**src/rtl/wrf_pkg.sv**
```systemverilog
package wrf_pkg;

    parameter int DW        = 8;
    parameter int NV_BYTES  = 8;
    parameter int N_CH      = 2;

    localparam int AW        = $clog2(NV_BYTES + 1);
    localparam int NV_AW     = $clog2(NV_BYTES);
    localparam int CH_W      = (N_CH > 1) ? $clog2(N_CH) : 1;
    localparam int CTRL_ADDR = NV_BYTES;
    localparam int RSVD_ADDR = NV_BYTES - 1;
    localparam logic [DW-1:0] WIPER_DEFAULT = DW'(1) << (DW - 1);
    localparam logic [DW-1:0] MODE_LIVE     = DW'(1) << (DW - 1);

    typedef enum logic [1:0] {
        SLOT_IVR  = 2'd0,
        SLOT_GP   = 2'd1,
        SLOT_CTRL = 2'd2,
        SLOT_NONE = 2'd3
    } slot_e;

    typedef struct packed {
        slot_e           kind;
        logic [CH_W-1:0] ch;
    } slot_t;

    typedef struct packed {
        logic [N_CH-1:0]  we_wiper;
        logic             we_nv;
        logic [NV_AW-1:0] nv_idx;
        logic             we_mode;
        logic             mode_val;
        logic [DW-1:0]    data;
    } wr_cmd_t;

    function automatic slot_t decode_slot(input logic [AW-1:0] a);
        slot_t s;
        s.kind = SLOT_NONE;
        s.ch   = '0;
        if (int'(a) < N_CH) begin
            s.kind = SLOT_IVR;
            s.ch   = CH_W'(a);
        end else if (int'(a) < RSVD_ADDR) begin
            s.kind = SLOT_GP;
        end else if (int'(a) == CTRL_ADDR) begin
            s.kind = SLOT_CTRL;
        end
        return s;
    endfunction

endpackage

```
**src/rtl/wrf_ptr.sv**
```systemverilog
module wrf_ptr
    import wrf_pkg::*;
(
    input  logic          clk,
    input  logic          rst,
    input  logic          load,
    input  logic [AW-1:0] load_addr,
    input  logic          adv,
    output logic [AW-1:0] ptr
);

    logic [AW-1:0] ptr_q;

    always_ff @(posedge clk) begin
        if (rst) begin
            ptr_q <= '0;
        end else if (load) begin
            ptr_q <= load_addr;
        end else if (adv) begin
            if (ptr_q >= AW'(CTRL_ADDR)) ptr_q <= '0;
            else                         ptr_q <= ptr_q + AW'(1);
        end
    end

    assign ptr = ptr_q;


    ptr_wrap_chk: assert property (@(posedge clk) disable iff (rst)
        (adv && !load && ptr_q >= AW'(CTRL_ADDR)) |=> (ptr_q == '0));


    ptr_load_chk: assert property (@(posedge clk) disable iff (rst)
        load |=> (ptr_q == $past(load_addr)));

endmodule

```
**src/rtl/wrf_access.sv**
```systemverilog
module wrf_access
    import wrf_pkg::*;
(
    input  logic                          mode_live,
    input  logic [AW-1:0]                 ptr,
    input  logic                          wr_en,
    input  logic [DW-1:0]                 wr_data,
    input  logic [N_CH-1:0][DW-1:0]       wiper_q,
    input  logic [NV_BYTES-1:0][DW-1:0]   nv_q,
    output wr_cmd_t                       cmd,
    output logic [DW-1:0]                 rd_data
);

    slot_t            slot;
    logic [NV_AW-1:0] idx;

    assign slot = decode_slot(ptr);
    assign idx  = NV_AW'(ptr);

    always_comb begin
        rd_data = '0;
        unique case (slot.kind)
            SLOT_IVR:  rd_data = mode_live ? wiper_q[slot.ch] : nv_q[idx];
            SLOT_GP:   rd_data = mode_live ? '0 : nv_q[idx];
            SLOT_CTRL: rd_data = mode_live ? MODE_LIVE : '0;
            default:   rd_data = '0;
        endcase
    end

    always_comb begin
        cmd          = '0;
        cmd.nv_idx   = idx;
        cmd.data     = wr_data;
        if (wr_en) begin
            unique case (slot.kind)
                SLOT_IVR: begin
                    cmd.we_wiper[slot.ch] = 1'b1;
                    cmd.we_nv             = !mode_live;
                end
                SLOT_GP: begin
                    cmd.we_nv = !mode_live;
                end
                SLOT_CTRL: begin
                    if (wr_data == '0 || wr_data == MODE_LIVE) begin
                        cmd.we_mode  = 1'b1;
                        cmd.mode_val = (wr_data == MODE_LIVE);
                    end
                end
                default: ;
            endcase
        end
    end

endmodule

```
**src/rtl/wrf_store.sv**
```systemverilog
module wrf_store
    import wrf_pkg::*;
(
    input  logic                          clk,
    input  logic                          rst,
    input  wr_cmd_t                       cmd,
    output logic                          mode_live,
    output logic [N_CH-1:0][DW-1:0]       wiper_q,
    output logic [NV_BYTES-1:0][DW-1:0]   nv_q
);

    logic mode_q;

    always_ff @(posedge clk) begin
        if (rst)              mode_q <= 1'b0;
        else if (cmd.we_mode) mode_q <= cmd.mode_val;
    end

    for (genvar c = 0; c < N_CH; c++) begin : g_wiper
        always_ff @(posedge clk) begin
            if (rst)                  wiper_q[c] <= WIPER_DEFAULT;
            else if (cmd.we_wiper[c]) wiper_q[c] <= cmd.data;
        end
    end

    for (genvar i = 0; i < NV_BYTES; i++) begin : g_nv
        localparam logic [DW-1:0] INIT = (i < N_CH) ? WIPER_DEFAULT : '0;
        if (i == RSVD_ADDR) begin : g_rsvd
            always_ff @(posedge clk) nv_q[i] <= INIT;
        end else begin : g_byte
            always_ff @(posedge clk) begin
                if (rst)
                    nv_q[i] <= INIT;
                else if (cmd.we_nv && cmd.nv_idx == NV_AW'(i))
                    nv_q[i] <= cmd.data;
            end
        end
    end

    assign mode_live = mode_q;


    live_mode_nv_hold_chk: assert property (@(posedge clk) disable iff (rst)
        (mode_q && !cmd.we_mode) |=> $stable(nv_q));

endmodule

```
**src/rtl/wrf_commit.sv**
```systemverilog
module wrf_commit (
    input  logic clk,
    input  logic rst,
    input  logic nv_write,
    input  logic xfer_end,
    output logic pending,
    output logic commit
);

    logic pending_q;
    logic commit_q;

    always_ff @(posedge clk) begin
        if (rst) begin
            pending_q <= 1'b0;
            commit_q  <= 1'b0;
        end else begin
            commit_q  <= xfer_end && (pending_q || nv_write);
            pending_q <= !xfer_end && (pending_q || nv_write);
        end
    end

    assign pending = pending_q;
    assign commit  = commit_q;


    end_clears_pending_chk: assert property (@(posedge clk) disable iff (rst)
        xfer_end |=> !pending_q);


    commit_needs_end_chk: assert property (@(posedge clk) disable iff (rst)
        commit_q |-> $past(xfer_end));


    store_sets_pending_chk: assert property (@(posedge clk) disable iff (rst)
        (nv_write && !xfer_end) |=> pending_q);

endmodule

```
**src/rtl/wiper_regfile.sv**
```systemverilog
module wiper_regfile
    import wrf_pkg::*;
(
    input  logic          clk,
    input  logic          rst,
    input  logic          ptr_load,
    input  logic [AW-1:0] ptr_addr,
    input  logic          rd_next,
    input  logic          wr_en,
    input  logic [DW-1:0] wr_data,
    input  logic          xfer_end,
    output logic [DW-1:0] rd_data,
    output logic          nv_pending,
    output logic          nv_commit,
    output logic [DW-1:0] wiper0,
    output logic [DW-1:0] wiper1
);

    logic [AW-1:0]               ptr;
    logic                        mode_live;
    logic [N_CH-1:0][DW-1:0]     wiper_q;
    logic [NV_BYTES-1:0][DW-1:0] nv_q;
    wr_cmd_t                     cmd;

    wrf_ptr u_ptr (
        .clk       (clk),
        .rst       (rst),
        .load      (ptr_load),
        .load_addr (ptr_addr),
        .adv       (rd_next),
        .ptr       (ptr)
    );

    wrf_access u_access (
        .mode_live (mode_live),
        .ptr       (ptr),
        .wr_en     (wr_en),
        .wr_data   (wr_data),
        .wiper_q   (wiper_q),
        .nv_q      (nv_q),
        .cmd       (cmd),
        .rd_data   (rd_data)
    );

    wrf_store u_store (
        .clk       (clk),
        .rst       (rst),
        .cmd       (cmd),
        .mode_live (mode_live),
        .wiper_q   (wiper_q),
        .nv_q      (nv_q)
    );

    wrf_commit u_commit (
        .clk      (clk),
        .rst      (rst),
        .nv_write (cmd.we_nv),
        .xfer_end (xfer_end),
        .pending  (nv_pending),
        .commit   (nv_commit)
    );

    assign wiper0 = wiper_q[0];
    assign wiper1 = wiper_q[1];


    dead_addr_write_chk: assert property (@(posedge clk) disable iff (rst)
        (wr_en && (ptr == AW'(RSVD_ADDR) || ptr > AW'(CTRL_ADDR)))
        |=> ($stable(nv_q) && $stable(wiper_q) && $stable(mode_live)));


    bad_mode_value_chk: assert property (@(posedge clk) disable iff (rst)
        (wr_en && ptr == AW'(CTRL_ADDR) && wr_data != '0 && wr_data != MODE_LIVE)
        |=> $stable(mode_live));


    stored_write_tracks_chk: assert property (@(posedge clk) disable iff (rst)
        (wr_en && !mode_live && ptr == '0) |=> (wiper0 == nv_q[0]));

endmodule

```
**config.mk**
```make
export PLATFORM = sky130hd
export DESIGN_NAME = wiper_regfile
export DESIGN_NICKNAME = d
export VERILOG_FILES = /design/src/rtl/wrf_pkg.sv /design/src/rtl/wrf_ptr.sv /design/src/rtl/wrf_access.sv /design/src/rtl/wrf_store.sv /design/src/rtl/wrf_commit.sv /design/src/rtl/wiper_regfile.sv
export SDC_FILE = /design/constraint.sdc
export NUM_CORES = 1
export LEC_CHECK = 0
export ABC_AREA = 0
export BUFFER_PORTS_ARGS = -buffer_cell sky130_fd_sc_hd__buf_2
export CAP_MARGIN = 30
export CORE_ASPECT_RATIO = 1.1
export CORE_UTILIZATION = 41
export DETAILED_ROUTE_END_ITERATION = 7
export PLACE_DENSITY = 0.68
export RECOVER_POWER = 50
export SLEW_MARGIN = 20
export SYNTH_ARGS = -nofsm -noshare
export SYNTH_HDL_FRONTEND = slang
export SYNTH_SLANG_ARGS = --single-unit
```
**constraint.sdc**
```tcl
create_clock -name clk -period 2.2 [get_ports clk]
set_clock_uncertainty 0.15 [all_clocks]
set_input_delay 0.22 -clock clk [delete_from_list [all_inputs] [get_ports clk]]
set_output_delay 0.22 -clock clk [all_outputs]
set_load 0.05 [all_outputs]
```
==> flow_metrics.py <==
metrics = {
    "final_layout": {
        "fin_nets": 491,
        "fin_cells": 587,
        "diodes": 0,
        "syn2layout_area_growth_pct": 27.6,
        "drive_gt1_frac": 0.260,
    },
    "worst_hold_path": {
        "min_path_cells": 3,
        "hold_path.class": "in -> reg",
        "hold_path_end": "u_ptr.ptr[1]",
        "hp-start": "ptr_addr[1]",
    },
    "sta": {
        "final_hold_viol_count": 0,
        "setup_viol": 8,
        "slew-limit-headroom": 0.514,
        "rsz0062_at_grt": "true",
        "timing.hold.ws_ps": 19.3,
        "period_needed_ps": 2360,
        "tightest_slew_ps": 728,
        "fin_crit_sh": 1.07,
        "fmax_mhz": 423,
        "fin_ws_ps": -161,
        "slew_viol_final": 0,
    },
    "die": {
        "rows": 36,
        "core_sq_um": 8920,
        "die-area_sq_um": 9640,
        "die_h_microns": 103,
        "fp.dieW_microns": 93.7,
        "io_pins": 44,
        "initial_core_util": 0.425,
    },
    "yosys": {
        "synth_compound_area_frac": 0.128,
        "synth_xor_area_frac": 0,
        "syn_inst": 417,
        "ys_seq_area_frac": 0.417,
        "synth-seq-cells": 79,
        "synth_top_area_share": 0.417,
        "synthDistinctLibCells": 42,
        "synthesis.nets": 440,
        "syn_area_sq_um": 3790,
        "synthAdderAreaFrac": 0.0165,
        "synth.most_common_cell": "dfxtp_1",
        "synth_common_cells": "79 x dfxtp_1, 67 x mux2i_1, 47 x nor2_1",
        "yosys.area.top_type": "dfxtp_1",
        "ys_top_cells_by_area": "dfxtp_1 42%, mux2i_1 18%, a21oi_1 4.9%, nor2_1 4.7%, nand3_1 4.2%",
        "synth-main-ff-cell": "dfxtp_1",
        "synth_top_family_by_area": "simple AND/OR/NAND/NOR gates",
        "async_reset_ff_frac": 0,
        "yosysWarnings": 0,
        "synth.area.mux_share": 0.189,
        "synth_edf_count": 0,
        "synth_simple_gate_area_frac": 0.194,
        "avgSynthCellArea_sq_um": 9.10,
    },
    "pwr": {
        "leakage_nw": 1.96,
        "p_per_area_nw_per_um2": 723,
        "irDropWorstVdd_mv": 0.395,
    },
    "clocking": {
        "cts_buffers": 9,
        "cts_sinks": 79,
        "insertion_delay_ps": 350,
        "htree_levels": 3,
        "cts_tree": "done",
        "ctsRootBufferMaster": "clkbuf_8",
        "clk_pin_slew_ps": 80,
        "cts_buffer_depth": 2,
    },
    "critical_path": {
        "critPathCaptureType": "output port",
        "arrival_ps": 1990,
        "crit_path_frequent_cell": "buf_6",
        "cp_max_fo": 9,
        "required_ps": 1830,
        "timing.rr.start": "u_store.mode_live",
        "worstRegToRegCells": 5,
        "regToRegSetupSlack_ps": 210,
        "crit_start": "u_ptr.ptr[0]",
        "path_class": "reg -> out",
        "cp_cell_sequence": "buf_6 > nor4b_4 > buf_4 > mux2_4 > o2111ai_2 > nand2_1 > buf_6",
        "cp_slowest_cell": "dfxtp_4",
        "max_stage_delay_ps": 440,
        "regToRegEndpoint": "u_store.nv_q[23]",
        "worstSetupStartpointType": "register",
    },
    "placed_design": {
        "gp_congestion": 0.857,
        "hpwl_mm": 7.05,
        "dpl.cell_count": 558,
        "port_buffers": 43,
    },
    "run_status": {
        "outcome": "finished with violations",
        "violations": "negative setup slack",
    },
    "global_routing": {
        "antenna_found_initial": 0,
        "grt_pass1_wl_mm": 17.1,
        "gr-total-overflow": 0,
        "track_usage": 0.234,
        "grt_pass1_vias": 3355,
        "grt_max_degree": 37,
    },
    "routing": {
        "vias": 3282,
        "drc": 0,
        "drt_wl_total_mm": 10.7,
        "drt-initial-drc-count": 216,
        "drtPass1Iterations": 4,
        "vias_per_cell": 5.59,
        "route.antenna.remaining_nets": 0,
        "wire_per_inst_microns": 18.1,
    },
    "job": {
        "max_cap_violations": 0,
    },
}
[stage by stage]
step	setup slack (ps)	area (sq um)	setup TNS (ps)	power [mW]	utilization
6_report	-161	4840	-883	3.50	0.543
4_1_cts	-126	4810	-658	3.50	0.540
2_1_floorplan	9.14	3960	0	2.07	-
5_1_grt	-241	4840	-1480	3.63	0.543
3_3_place_gp	136	4330	0	2.23	0.485
3_5_place_dp	50.9	4330	0	2.24	0.485
[cells in the final DEF, fill, tap and decap left out, types with 2 or more instances in the layout]
cell type / instances
mux2i_1: 65
mux2i_2: 2
inv_4: 2
nor3_1: 2
buf_6: 12
dfxtp_4: 2
buf_12: 5
nor4b_4: 2
clkbuf_8: 9
inv_1: 10
nand3_1: 32
o221ai_2: 5
a21oi_1: 33
nand3b_1: 3
buf_4: 19
o21ai_0: 3
ha_1: 4
nor2_1: 46
nand3_4: 4
clkinvlp_4: 2
clkbuf_1: 19
o221ai_1: 2
buf_2: 17
a21oi_2: 4
dfxtp_2: 2
a211oi_4: 7
bufinv_16: 2
a211o_1: 2
dlygate4sd3_1: 4
nand2_1: 36
dfxtp_1: 75
a22oi_2: 7
a22oi_1: 7
clkinv_2: 2
[where the power goes]
group / switching [mW] / internal, mW
logic: 0.493 / 0.309
registers: 0.0447 / 1.48
clock network: 0.544 / 0.635
total: 1.08 / 2.42
[critical path: cells and delay by family (launching register included)]
kind                   cells  cell delay [ps]
buffers and inverters      3              450
DFF                        1              440
muxes                      1              310
and+or+nand+nor            2              260
AOI/OAI and AO/OA          1              160
[routing by layer]
metal / share of wire / routed length, microns / global-route usage
met3: 0.054 / 573 / 0.0524
met1: 0.43 / 4530 / 0.284
met2: 0.50 / 5310 / 0.404
met4: 0.023 / 240 / 0.0911
met5: 0 / 0 / 0
[timing repair]
| action | 4_1_cts | 5_1_grt |
|---|---|---|
| resized for setup | 48 | 3 |
| hold buffers | 4 | 0 |
| endpoints found under the setup margin | 8 | 8 |
| endpoints found under the hold margin | 5 | 0 |
| gates cloned | 1 | 1 |
| pin swaps | 12 | 3 |
| buffers inserted | 6 | 1 |
[cells by family after synthesis]
logic type               after synthesis
adder cells (fa/ha/maj)                5
AO/OA/AOI/OAI                         75
buffers and inverters                 48
flip-flops                            79
multiplexers                          70
AND/OR/NAND/NOR                      140
[worst max-delay path by stage]
stage,to,slack (ps)
detailed placement,rd_data[4],50
floorplan,rd_data[0],9
finish,rd_data[7],-160
global route,rd_data[7],-240
CTS,rd_data[7],-130
global placement,rd_data[1],140
[final cells by class]
cell class	count	area [sq um]
sequential	79	1590
tap	114	143
inverter	12	50.0
clock inverter	6	85.1
multi-input combinational	290	2250
clock buffer	10	128
timing repair buffer	76	596
fill	812	4080
[flip-flops by register name (all words and copies together), names as in the netlist]
| register | flops |
|---|---|
| u_store.nv_q | 56 |
| u_ptr.ptr | 4 |
| u_store.wiper_q | 16 |
| u_commit.pending | 1 |
| u_store.mode_live | 1 |
| u_commit.commit | 1 |
No activity file was read; power rests on OpenSTA's default activity.
